File: config.mk
export PLATFORM = sky130hd
export DESIGN_NAME = od_i2c_reg_master
export DESIGN_NICKNAME = d
export VERILOG_FILES = /design/src/rtl/od_i2c_pkg.sv /design/src/rtl/od_i2c_halftick.sv /design/src/rtl/od_i2c_pin_decode.sv /design/src/rtl/od_i2c_reg_master.sv
export SDC_FILE = /design/constraint.sdc
export NUM_CORES = 1
export LEC_CHECK = 0
export BUFFER_PORTS_ARGS = -buffer_cell sky130_fd_sc_hd__buf_2
export CORE_UTILIZATION = 40
export CTS_CLUSTER_SIZE = 25
export DETAILED_ROUTE_END_ITERATION = 8
export GPL_TIMING_DRIVEN = 0
export HOLD_SLACK_MARGIN = 0.15
export PLACE_DENSITY_LB_ADDON = 0.08
export REMOVE_ABC_BUFFERS = 1
export SKIP_CTS_REPAIR_TIMING = 1
export SYNTH_ARGS = -nofsm -noshare
export SYNTH_HDL_FRONTEND = slang
export SYNTH_SLANG_ARGS = --single-unit
File: constraint.sdc
create_clock -name clk -period 3.95 [get_ports clk]
set_clock_uncertainty 0.15 [all_clocks]
set_input_delay 0.1975 -clock clk [delete_from_list [all_inputs] [get_ports clk]]
set_output_delay 0.1975 -clock clk [all_outputs]
set_load 0.1 [all_outputs]
File: src/rtl/od_i2c_pkg.sv
package od_i2c_pkg;

  typedef enum logic [3:0] {
    S_IDLE, S_CHK, S_RCV, S_STA, S_WB, S_WACK, S_STP, S_RPR, S_RB, S_RNK
  } seq_st_t;

  typedef enum logic [1:0] {
    PH_ADDR_W = 2'd0,
    PH_REG    = 2'd1,
    PH_VAL    = 2'd2,
    PH_ADDR_R = 2'd3
  } byte_ph_t;

endpackage

File: src/rtl/od_i2c_halftick.sv
module od_i2c_halftick #(
  parameter int HALF_CYCLES = 16
) (
  input  logic clk,
  input  logic rst_n,
  input  logic restart,
  input  logic run,
  output logic tick
);
  localparam int CNT_W = $clog2(HALF_CYCLES);
  localparam logic [CNT_W-1:0] LAST = CNT_W'(HALF_CYCLES - 1);

  logic [CNT_W-1:0] cnt;

  always_ff @(posedge clk) begin
    if (!rst_n || restart) cnt <= '0;
    else if (run) cnt <= (cnt == LAST) ? '0 : cnt + 1'b1;
  end

  assign tick = run && (cnt == LAST);

  // slot boundaries are at least two cycles apart
  p_tick_gap_r3: assert property (@(posedge clk) disable iff (!rst_n)
    tick |=> !tick);
endmodule

File: src/rtl/od_i2c_pin_decode.sv
module od_i2c_pin_decode
  import od_i2c_pkg::*;
(
  input  seq_st_t    st,
  input  logic       hi,
  input  logic [2:0] bitn,
  input  logic       msb,
  output logic       scl,
  output logic       oe
);
  always_comb begin
    scl = 1'b1;
    oe  = 1'b0;
    case (st)
      S_RCV, S_WACK, S_RB, S_RNK: scl = hi;
      S_STA:                      oe  = hi;
      S_WB: begin scl = hi; oe = !msb; end
      S_STP: begin scl = (bitn != 3'd0); oe = (bitn != 3'd2); end
      S_RPR:                      scl = 1'b0;
      default: ;
    endcase
  end
endmodule

File: src/rtl/od_i2c_reg_master.sv
module od_i2c_reg_master
  import od_i2c_pkg::*;
#(
  parameter int         HALF_CYCLES = 16,
  parameter logic [6:0] TARGET_ADDR = 7'h67
) (
  input  logic       clk,
  input  logic       rst_n,
  input  logic       req_valid,
  output logic       req_ready,
  input  logic [1:0] req_op,
  input  logic [7:0] req_reg,
  input  logic [7:0] req_wdata,
  output logic       done,
  output logic [7:0] rd_data,
  output logic       err_nack,
  output logic [1:0] err_phase,
  output logic       err_stuck,
  output logic       scl_o,
  output logic       sda_oe,
  input  logic       sda_i
);
  localparam int SYNC_STAGES = 2;

  seq_st_t    st, st_d;
  byte_ph_t   stage, stage_d;
  logic       hi, hi_d;
  logic [2:0] bitn, bitn_d;
  logic [7:0] sh, sh_d;
  logic [7:0] reg_q, wdata_q;
  logic       is_rd;
  logic       accept, tick, fin, nk, stk;
  logic       scl_d, oe_d, sda_s;
  logic [SYNC_STAGES-1:0] sync_q;

  assign req_ready = (st == S_IDLE);
  assign accept    = req_valid && req_ready;
  assign sda_s     = sync_q[SYNC_STAGES-1];

  always_ff @(posedge clk) begin
    if (!rst_n) sync_q <= '1;
    else        sync_q <= {sync_q[SYNC_STAGES-2:0], sda_i};
  end

  od_i2c_halftick #(.HALF_CYCLES(HALF_CYCLES)) u_tick (
    .clk(clk), .rst_n(rst_n), .restart(accept),
    .run(st != S_IDLE), .tick(tick)
  );

  always_comb begin
    st_d = st; stage_d = stage; hi_d = hi; bitn_d = bitn; sh_d = sh;
    fin = 1'b0; nk = 1'b0; stk = 1'b0;
    if (st == S_IDLE) begin
      if (accept) begin
        hi_d = 1'b0; bitn_d = '0;
        if (req_op == 2'd0) st_d = S_CHK;
        else begin
          st_d = S_STA; sh_d = {TARGET_ADDR, 1'b0}; stage_d = PH_ADDR_W;
        end
      end
    end else if (tick) begin
      case (st)
        S_CHK:
          if (!hi) hi_d = 1'b1;
          else if (sda_s) fin = 1'b1;
          else begin st_d = S_RCV; hi_d = 1'b0; bitn_d = '0; end
        S_RCV:
          if (!hi) hi_d = 1'b1;
          else begin
            hi_d = 1'b0;
            if (bitn == 3'd7) begin fin = 1'b1; stk = !sda_s; end
            else bitn_d = bitn + 3'd1;
          end
        S_STA:
          if (!hi) hi_d = 1'b1;
          else begin st_d = S_WB; hi_d = 1'b0; bitn_d = '0; end
        S_WB:
          if (!hi) hi_d = 1'b1;
          else begin
            hi_d = 1'b0; sh_d = {sh[6:0], 1'b0};
            if (bitn == 3'd7) st_d = S_WACK;
            else bitn_d = bitn + 3'd1;
          end
        S_WACK:
          if (!hi) hi_d = 1'b1;
          else begin
            hi_d = 1'b0; bitn_d = '0;
            if (sda_s) begin fin = 1'b1; nk = 1'b1; end
            else begin
              case (stage)
                PH_ADDR_W: begin stage_d = PH_REG; sh_d = reg_q; st_d = S_WB; end
                PH_REG:
                  if (is_rd) st_d = S_STP;
                  else begin stage_d = PH_VAL; sh_d = wdata_q; st_d = S_WB; end
                PH_VAL:    st_d = S_STP;
                PH_ADDR_R: st_d = S_RPR;
                default:   st_d = S_STP;
              endcase
            end
          end
        S_STP:
          if (bitn != 3'd2) bitn_d = bitn + 3'd1;
          else if (is_rd && stage == PH_REG) begin
            st_d = S_STA; hi_d = 1'b0; bitn_d = '0;
            stage_d = PH_ADDR_R; sh_d = {TARGET_ADDR, 1'b1};
          end else fin = 1'b1;
        S_RPR: begin st_d = S_RB; hi_d = 1'b0; bitn_d = '0; end
        S_RB:
          if (!hi) hi_d = 1'b1;
          else begin
            hi_d = 1'b0; sh_d = {sh[6:0], sda_s};
            if (bitn == 3'd7) st_d = S_RNK;
            else bitn_d = bitn + 3'd1;
          end
        S_RNK:
          if (!hi) hi_d = 1'b1;
          else begin hi_d = 1'b0; bitn_d = '0; st_d = S_STP; end
        default: fin = 1'b1;
      endcase
      if (fin) st_d = S_IDLE;
    end
  end

  od_i2c_pin_decode u_pins (
    .st(st_d), .hi(hi_d), .bitn(bitn_d), .msb(sh_d[7]),
    .scl(scl_d), .oe(oe_d)
  );

  always_ff @(posedge clk) begin
    if (!rst_n) begin
      st <= S_IDLE; stage <= PH_ADDR_W; hi <= 1'b0; bitn <= '0; sh <= '0;
      reg_q <= '0; wdata_q <= '0; is_rd <= 1'b0;
      scl_o <= 1'b1; sda_oe <= 1'b0; done <= 1'b0; rd_data <= '0;
      err_nack <= 1'b0; err_phase <= '0; err_stuck <= 1'b0;
    end else begin
      st <= st_d; stage <= stage_d; hi <= hi_d; bitn <= bitn_d; sh <= sh_d;
      scl_o <= scl_d; sda_oe <= oe_d;
      done <= fin;
      if (accept) begin
        reg_q <= req_reg; wdata_q <= req_wdata; is_rd <= req_op[1];
        err_nack <= 1'b0; err_phase <= '0; err_stuck <= 1'b0;
      end
      if (fin) begin
        err_nack  <= nk;
        err_phase <= nk ? stage : PH_ADDR_W;
        err_stuck <= stk;
        if (is_rd && !nk) rd_data <= sh;
      end
    end
  end

  // idle means both lines released
  p_idle_release_r1: assert property (@(posedge clk) disable iff (!rst_n)
    req_ready |-> (scl_o && !sda_oe));
  // accepted request blocks the port
  p_accept_busy_r2: assert property (@(posedge clk) disable iff (!rst_n)
    accept |=> !req_ready);
  // pins move only after a slot boundary or an accept
  p_pin_grid_r3: assert property (@(posedge clk) disable iff (!rst_n)
    !$stable({scl_o, sda_oe}) |-> $past(tick || accept));
  // data bit held while clock is high
  p_data_hold_r5: assert property (@(posedge clk) disable iff (!rst_n)
    (st == S_WB && hi) |-> $stable(sda_oe));
  // read register only moves at completion
  p_rdata_hold_r11: assert property (@(posedge clk) disable iff (!rst_n)
    !$stable(rd_data) |-> done);
  // completion is a single pulse
  p_done_pulse_r12: assert property (@(posedge clk) disable iff (!rst_n)
    done |=> !done);
endmodule

==> reports/qor.yml, run 1 <==
setup_path:
  r2r_slack_ps: 470
  crit_family: "simple AND/OR/NAND/NOR gates"
  path_class: "reg -> reg"
  cp_max_fo: 24
  crit_chain: "nor2_1 > nand2_2 > inv_2 > nand2_1 > nor2_4 > a21o_1 > o211ai_1 > a221oi_1 > nor2_1"
  cp.depth: 9
  rr_worst_depth: 9
  cp_common_cell: "nor2_1"
  crit_path_end_kind: "flop"
  arrival_ps: 3520
  crit_buf_inv: 1
  worst_setup_path_start_kind: "flop"
  cpPeakStageDelay_ps: 600
  slowest_stage: "dfxtp_1"
  cp.required_ps: 3980
yosys:
  synth_area_leaders: "dfxtp_1 36%, nand2_1 7.8%, a21oi_1 5.9%"
  yosysUniqueCellTypes: 71
  netlist_instances: 394
  syn-cell-area_um2: 3080
  ys_warn_count: 0
  avgSynthCellArea_um2: 7.81
  synthFlopType: "dfxtp_1"
  yosys_register_bits: 56
  synth_top_area_share: 0.364
  async_flop_share: 0
  yosysSeqAreaShare: 0.364
  yosys.area.top_type: "dfxtp_1"
  synth_edf_count: 0
pwr:
  internal-power_w: 0.000910
  leakagePower_nw: 1.30
  irDropWorstVdd_mv: 0.195
  p_per_area_nw_per_um2: 345
  seqPwrFrac: 0.503
  sw_frac_of_total: 0.268
  clock_power_share: 0.355
  power_switching_w: 0.000333
  p_comb_frac: 0.142
global_route:
  grt_max_degree: 52
  overflow: 0
  grt_pass1_vias: 2570
  track_usage: 0.196
  grt_pass1_wl_um: 13000
  antenna_found_initial: 0
floorplanning:
  coreArea_um2: 7330
  io_pins: 38
  num_rows: 31
  die_y_um: 89.7
  die-area_um2: 8050
  initial_core_util: 0.420
  die_x_um: 89.7
worst_hold_path:
  hp-class: "in -> reg"
  min_path_cells: 5
clock_network:
  cts-root-buf: "clkbuf_8"
  clkTransAtPathRegs_ps: 100
  htreeDepth: 2
  cts_made_buffers: 5
  clock-sinks: 56
  clock_path_buffers: 2
  clk_latency_ps: 310
  cts_tree: "built"
cells_and_area:
  layout-drive-gt1-share: 0.137
  syn2layout_area_growth_pct: 17.1
  final_common_cell: "nand2_1"
  fin_area_um2: 3600
  instances_no_fill: 530
  fillCellCount: 750
  mostFrequentLayoutCells: "64 x nand2_1, 56 x dfxtp_1, 42 x nor2_1"
  final_nets: 458
  antenna_cells: 0
timing:
  fmax_mhz: 287
  post-route-period-util: 0.881
  max_slew_margin: 0.304
  worstMarginPinSlew_ps: 1040
  rsz0062_at_grt: "false"
  finalMaxSlewViolations: 0
  finalSetupTns_ps: 0
  setup_viol: 0
  hold_violations: 0
  holdWs_ps: 239
  period_minus_slack_ps: 3480
route:
  routed_wirelength_um: 7920
  firstDrtPassIters: 5
  wire_per_inst_um: 14.9
  vias_per_cell: 5.55
  dr.first_iter.drc_count: 216
  vias: 2939
  drc_errors: 0
  ant_nets: 0
status:
  status: "finished, final reports clean"
placement:
  dpl.cell_count: 502
  port_buffers: 37
  dpl.hpwl_um: 5290
  placed_cell_area_um2: 3260
  gp_congestion: 0.831
job:
  cap_violations: 0
==> routing by layer <==
| layer | share of wire | wire [um] | track usage | up-vias |
|---|---|---|---|---|
| met1 | 0.49 | 3870 | 0.269 | 1391 |
| met2 | 0.47 | 3730 | 0.329 | 58 |
| met4 | 0.0081 | 64 | 0.0369 | 0 |
| met3 | 0.032 | 253 | 0.0271 | 7 |
| li1 | - | - | - | 1483 |
| met5 | 0 | 0 | 0 | - |
==> worst register-to-register path, stage by stage, from the launching register on <==
cell,delay [ps]
dfxtp_1,600
nor2_1,400
nand2_2,170
inv_2,200
nand2_1,530
nor2_4,460
a21o_1,150
o211ai_1,250
a221oi_1,370
nor2_1,60
==> logic make-up after synthesis <==
logic type	share of synthesized area
AND/OR/NAND/NOR	0.264
AO/OA/AOI/OAI	0.258
flip-flops	0.364
buffers and inverters	0.0553
multiplexers	0.0297
adder cells (fa/ha/maj)	0.0203
XOR/XNOR	0.00854
==> stage by stage <==
stage / setup slack (ps) / total power, W / utilization
after floorplan: 735 / 0.000746 / -
after global placement: 8.36 / 0.000797 / 0.444
after detailed placement: 490 / 0.000798 / 0.445
after CTS: 478 / 0.00124 / 0.463
after global routing: 148 / 0.00130 / 0.491
final: 469 / 0.00124 / 0.491
==> state kept, by name, summed over array words and instances, names as in the netlist, 2 cells and up <==
| register | count |
|---|---|
| st | 4 |
| rd_data | 8 |
| bitn | 3 |
| wdata_q | 8 |
| sh | 8 |
| err_phase | 2 |
| stage | 2 |
| sync_q | 2 |
| reg_q | 8 |
| u_tick.cnt | 4 |
==> power groups by stage <==
| stage | combinational, W | sequential (W) | clock [W] |
|---|---|---|---|
| finish | 0.000176 | 0.000626 | 0.000441 |
| global route | 0.000196 | 0.000630 | 0.000477 |
| CTS | 0.000161 | 0.000625 | 0.000458 |
| detailed placement | 0.000160 | 0.000638 | 0 |
| global placement | 0.000160 | 0.000637 | 0 |
| floorplan | 0.000114 | 0.000631 | 0 |
==> area by class of cell <==
cell class                 instances  area [um^2]  area share
multi-input combinational        299         1790       0.497
sequential                        56         1120       0.311
inverter                          11         42.5      0.0118
clock buffer                       5         68.8      0.0191
tap                               99          124      0.0344
clock inverter                     2         60.1      0.0167
timing repair buffer              58          395       0.110
==> cell usage after synthesis (3+ instances only) <==
cell type  count
nand2b_1       9
a221oi_1       4
o21ai_1        4
or3_1          5
dfxtp_1       56
o41ai_1        3
mux2i_1        8
o211ai_1       5
nand3_1       15
a22oi_1        8
buf_2          7
a21oi_1       36
nand3b_1       5
o2bb2ai_1      7
a211oi_1       5
nor3_1         3
o21a_1         5
nand4_1        5
nor2_1        42
inv_1          8
nand2_1       64
clkbuf_1      16
ha_1           5
o21ai_0       10
==> path summary, 6_finish.rpt <==
kind                                           start                   end
worst max-delay path                st[3]$_SDFF_PN0_    sh[6]$_SDFFE_PN0P_
worst min-delay path                       req_op[0]      sh[7]$_SDFF_PN0_
worst max register to register      st[3]$_SDFF_PN0_    sh[6]$_SDFFE_PN0P_
worst min register to register  sync_q[0]$_SDFF_PN1_  sync_q[1]$_SDFF_PN1_
(Power assumes the default switching activity.)
==> run 2: changes to the inputs <==
Settings changed: CORE_UTILIZATION 40 to 30, TNS_END_PERCENT from default to 10.
==> run 2 against run 1 <==
  * Core utilization decreased by 12 points
  * Register-to-register slack got worse by 140 ps
  * Largest cell class unchanged
  * Maximum frequency decreased by 4.0%
  * Via count decreased by 0.95%
  * Final area increased by 1.2%
  * Sequential cell count unchanged
  * Global-route usage decreased by 3.1 points
  * Clock power about the same
  * Setup slack got worse by 140 ps
  * Critical path depth unchanged
  * First-iteration DRC count decreased by 23%
==> reports/qor.yml, run 2 (same netlist as run 1, synthesis figures left out) <==
status:
  status: "finished, final reports clean"
worst_hold_path:
  hp-class: "in -> reg"
job:
  cap_violations: 0
global_route:
  met3_usage: 0.0296
  antenna_found_initial: 0
  overflow: 0
  use_met2: 0.282
  busiest_layer: "met2"
  grtUsageMet1: 0.214
  grt_pass1_vias: 2573
  track_usage: 0.166
  grt_max_degree: 52
  grt_pass1_wl_um: 13400
setup_path:
  path_class: "reg -> reg"
  arrival_ps: 3660
  cp.required_ps: 3980
  worst_setup_path_start_kind: "flop"
  cp_max_fo: 24
  crit_path_end_kind: "flop"
route:
  firstDrtPassIters: 4
  vias: 2911
  vias_per_cell: 5.16
  drc_errors: 0
  ant_nets: 0
  dr.first_iter.drc_count: 166
  wire_per_inst_um: 15.0
  routed_wirelength_um: 8450
pwr:
  leakagePower_nw: 1.30
  seqPwrFrac: 0.502
  irDropWorstVdd_mv: 0.116
  p_comb_frac: 0.144
  internal-power_w: 0.000910
  clock_power_share: 0.354
  power_switching_w: 0.000335
  sw_frac_of_total: 0.269
  p_per_area_nw_per_um2: 342
timing:
  period_minus_slack_ps: 3630
  rsz0062_at_grt: "false"
  finalMaxSlewViolations: 0
  max_slew_margin: 0.313
  worstMarginPinSlew_ps: 1030
  holdWs_ps: 265
  hold_violations: 0
  fmax_mhz: 276
  setup_viol: 0
  post-route-period-util: 0.918
clock_network:
  cts_tree: "built"
  clock_path_buffers: 2
  clk_latency_ps: 320
  clock-sinks: 56
  htreeDepth: 2
  cts-root-buf: "clkbuf_8"
  cts_made_buffers: 5
  clkTransAtPathRegs_ps: 100
placement:
  gp_congestion: 0.784
  port_buffers: 37
  dpl.hpwl_um: 5840
  placed_cell_area_um2: 3310
floorplanning:
  initial_core_util: 0.312
  coreArea_um2: 9860
  die-area_um2: 10700
  io_pins: 38
  die_y_um: 103
  die_x_um: 103
  num_rows: 36
cells_and_area:
  final_common_cell: "nand2_1"
  final_nets: 458
  fillCellCount: 1062
  fin_area_um2: 3640
  mostFrequentLayoutCells: "64 x nand2_1, 56 x dfxtp_1, 42 x nor2_1"
  syn2layout_area_growth_pct: 18.5
  layout-drive-gt1-share: 0.137
  antenna_cells: 0
## run 2: cell counts in the layout (fill, tap and decap cells not counted)
No cell type changed its count.
## run 2: cell type report
type | instances | area [um^2] | share of cell area
multi-input combinational | 299 | 1790 | 0.491
clock inverter | 2 | 60.1 | 0.0165
clock buffer | 5 | 68.8 | 0.0189
inverter | 11 | 42.5 | 0.0117
timing repair buffer | 58 | 395 | 0.108
sequential | 56 | 1120 | 0.308
tap | 133 | 166 | 0.0457
## run 2: metal layers
layer | share of wire | vias to the layer above
met3 | 0.031 | 5
met2 | 0.49 | 52
li1 | - | 1493
met4 | 0.012 | 0
met1 | 0.47 | 1361
met5 | 0 | -
## run 2: critical path, stage by stage, from the launching register on
cell	delay [ps]
dfxtp_1	580
nor2_1	390
nand2_2	170
inv_2	200
nand2_1	580
nor2_4	490
a21o_1	150
o211ai_1	280
a221oi_1	390
nor2_1	80
## run 2: stage by stage
stage	TNS (ps)	total power [W]	util	worst slack [ps]	instances
after floorplan	0	0.000746	-	735	366
after global placement	-1280	0.000804	0.334	-162	536
after detailed placement	0	0.000805	0.335	311	536
after CTS	0	0.00125	0.348	295	543
after global routing	0	0.00131	0.369	20.9	564
final	0	0.00124	0.369	325	564
## run 2: power by group through the flow
stage	combinational [W]	sequential [W]	clock, W
after floorplan	0.000114	0.000631	0
after global placement	0.000166	0.000638	0
after detailed placement	0.000166	0.000639	0
after CTS	0.000167	0.000626	0.000461
after global routing	0.000200	0.000630	0.000482
final	0.000179	0.000625	0.000440
## run 2: path summary, 6_finish.rpt
kind                                            from              endpoint  slack, ps  cells past startpoint
worst max-delay path                st[3]$_SDFF_PN0_    sh[2]$_SDFFE_PN0P_        320                      9
worst min-delay path                       req_op[0]      sh[7]$_SDFF_PN0_        260                      5
worst max register to register      st[3]$_SDFF_PN0_    sh[2]$_SDFFE_PN0P_        320                      9
worst min register to register  sync_q[0]$_SDFF_PN1_  sync_q[1]$_SDFF_PN1_        260                      1
==> run 3: changes to the inputs <==
Settings changed: MAX_ROUTING_LAYER from default to met4.
Clock period 3.95 ns to 3.7 ns, I/O delays scaled along.
==> run 3 against run 2 <==
  * Sequential cell count stayed put
  * Clock power rose by 7.0%
  * Sequential power is 6.9% higher
  * Global-route usage is 0.49 points higher
  * Non-clock buffer count unchanged
  * Register-to-register slack worse by 70 ps
  * Routed wire length is essentially flat
  * Largest power group unchanged
==> reports/qor.yml, run 3 (same netlist as run 1, synthesis figures left out) <==
cells_and_area:
  syn2layout_area_growth_pct: 18.5
  mostFrequentLayoutCells: "63 x nand2_1, 56 x dfxtp_1, 42 x nor2_1"
  final_nets: 458
  fin_area_um2: 3650
  fillCellCount: 1061
  fin_util: 0.370
  final_common_cell: "nand2_1"
  layout-drive-gt1-share: 0.139
  antenna_cells: 0
setup_path:
  crit_path_end_kind: "flop"
  worstSetupStartpoint: "st[1]$_SDFF_PN0_"
  arrival_ps: 3490
  r2r_slack_ps: 260
  reg2reg_to: "rd_data[5]$_SDFFE_PN0P_"
  cp_max_fo: 27
  slowest_stage: "dfxtp_1"
  regToRegStartpoint: "st[1]$_SDFF_PN0_"
  path_class: "reg -> reg"
  cp.required_ps: 3740
  crit_family: "simple AND/OR/NAND/NOR gates"
  crit_buf_inv: 0
  crit_chain: "nand4bb_1 > or3_1 > o211ai_2 > o21ai_2 > nor3b_2 > mux2i_1 > nor2_1"
  worst_setup_path_start_kind: "flop"
  rr_worst_depth: 7
  cpPeakStageDelay_ps: 920
placement:
  dpl.hpwl_um: 5840
  port_buffers: 37
  placed_cell_area_um2: 3310
  gp_congestion: 0.795
timing:
  setup_viol: 0
  post-route-period-util: 0.931
  worstMarginPinSlew_ps: 1030
  holdWs_ps: 248
  max_slew_margin: 0.311
  fmax_mhz: 290
  hold_violations: 0
  finalMaxSlewViolations: 0
  rsz0062_at_grt: "false"
  period_minus_slack_ps: 3440
clock_network:
  clk_latency_ps: 320
  cts-root-buf: "clkbuf_8"
  cts_tree: "built"
  clock-sinks: 56
  htreeDepth: 2
  clkTransAtPathRegs_ps: 100
  clock_path_buffers: 2
  cts_made_buffers: 5
route:
  drc_errors: 0
  vias_per_cell: 5.18
  ant_nets: 0
  wire_per_inst_um: 15.0
  vias: 2919
  dr.first_iter.drc_count: 173
  firstDrtPassIters: 4
  routed_wirelength_um: 8460
pwr:
  seqPwrFrac: 0.502
  clock_power_share: 0.354
  p_comb_frac: 0.144
  p_per_area_nw_per_um2: 365
  power_switching_w: 0.000359
  internal-power_w: 0.000972
  sw_frac_of_total: 0.270
  leakagePower_nw: 1.30
  irDropWorstVdd_mv: 0.125
floorplanning:
  initial_core_util: 0.312
  io_pins: 38
  coreArea_um2: 9860
  die_y_um: 103
  die-area_um2: 10700
  die_x_um: 103
  num_rows: 36
global_route:
  track_usage: 0.171
  antenna_found_initial: 0
  overflow: 0
  grt_max_degree: 52
  grt_pass1_vias: 2576
  grt_pass1_wl_um: 13400
status:
  status: "finished, final reports clean"
worst_hold_path:
  holdPathEnd: "sh[7]$_SDFF_PN0_"
  min_path_cells: 5
  hp-class: "in -> reg"
  hp-start: "req_op[0]"
job:
  cap_violations: 0
==> run 3: cell counts in the layout (fill, tap and decap cells not counted) <==
No cell type changed its count.
==> run 3: worst max-delay path by stage <==
| stage | depth (start not counted) | to | slack [ps] |
|---|---|---|---|
| after floorplan | 8 | rd_data[0]$_SDFFE_PN0P_ | 480 |
| after global placement | 7 | rd_data[4]$_SDFFE_PN0P_ | -410 |
| after detailed placement | 9 | sh[2]$_SDFFE_PN0P_ | 60 |
| after CTS | 9 | sh[2]$_SDFFE_PN0P_ | 50 |
| after global routing | 7 | rd_data[2]$_SDFFE_PN0P_ | 30 |
| final | 7 | rd_data[5]$_SDFFE_PN0P_ | 260 |
==> run 3: worst register-to-register path, stage by stage, from the launching register on <==
cell       delay, ps
dfxtp_1          920
nand4bb_1        280
or3_1            450
o211ai_2         190
o21ai_2          210
nor3b_2          790
mux2i_1          270
nor2_1            50
==> run 3: through the flow <==
step / power (W) / instances / setup slack (ps) / TNS [ps]
global route: 0.00140 / 564 / 34.5 / 0
detailed placement: 0.000859 / 536 / 60.6 / 0
global placement: 0.000858 / 536 / -412 / -3280
finish: 0.00133 / 564 / 255 / 0
CTS: 0.00134 / 543 / 45.4 / 0
floorplan: 0.000796 / 366 / 485 / 0
==> run 3: area by class of cell <==
cell class                      count  area [um^2]  share of cell area
Sequential cell                    56         1120               0.307
Clock buffer                        5         68.8              0.0189
Clock inverter                      2         60.1              0.0165
Timing Repair Buffer               58          395               0.108
Multi-Input combinational cell    299         1790               0.492
Inverter                           11         42.5              0.0117
Tap cell                          133          166              0.0456
==> run 3: power by group through the flow <==
stage	sequential [W]	clock, W	combinational (W)
6_report	0.000668	0.000471	0.000192
5_1_grt	0.000673	0.000514	0.000214
4_1_cts	0.000668	0.000492	0.000178
3_5_place_dp	0.000682	0	0.000177
3_3_place_gp	0.000681	0	0.000177
2_1_floorplan	0.000674	0	0.000122
==> run 3: routing by layer <==
metal,share of wire,vias up,track usage
li1,-,1489,-
met1,0.47,1375,0.214
met2,0.49,50,0.282
met3,0.028,5,0.0282
met4,0.012,0,0.0498
met5,0,-,-
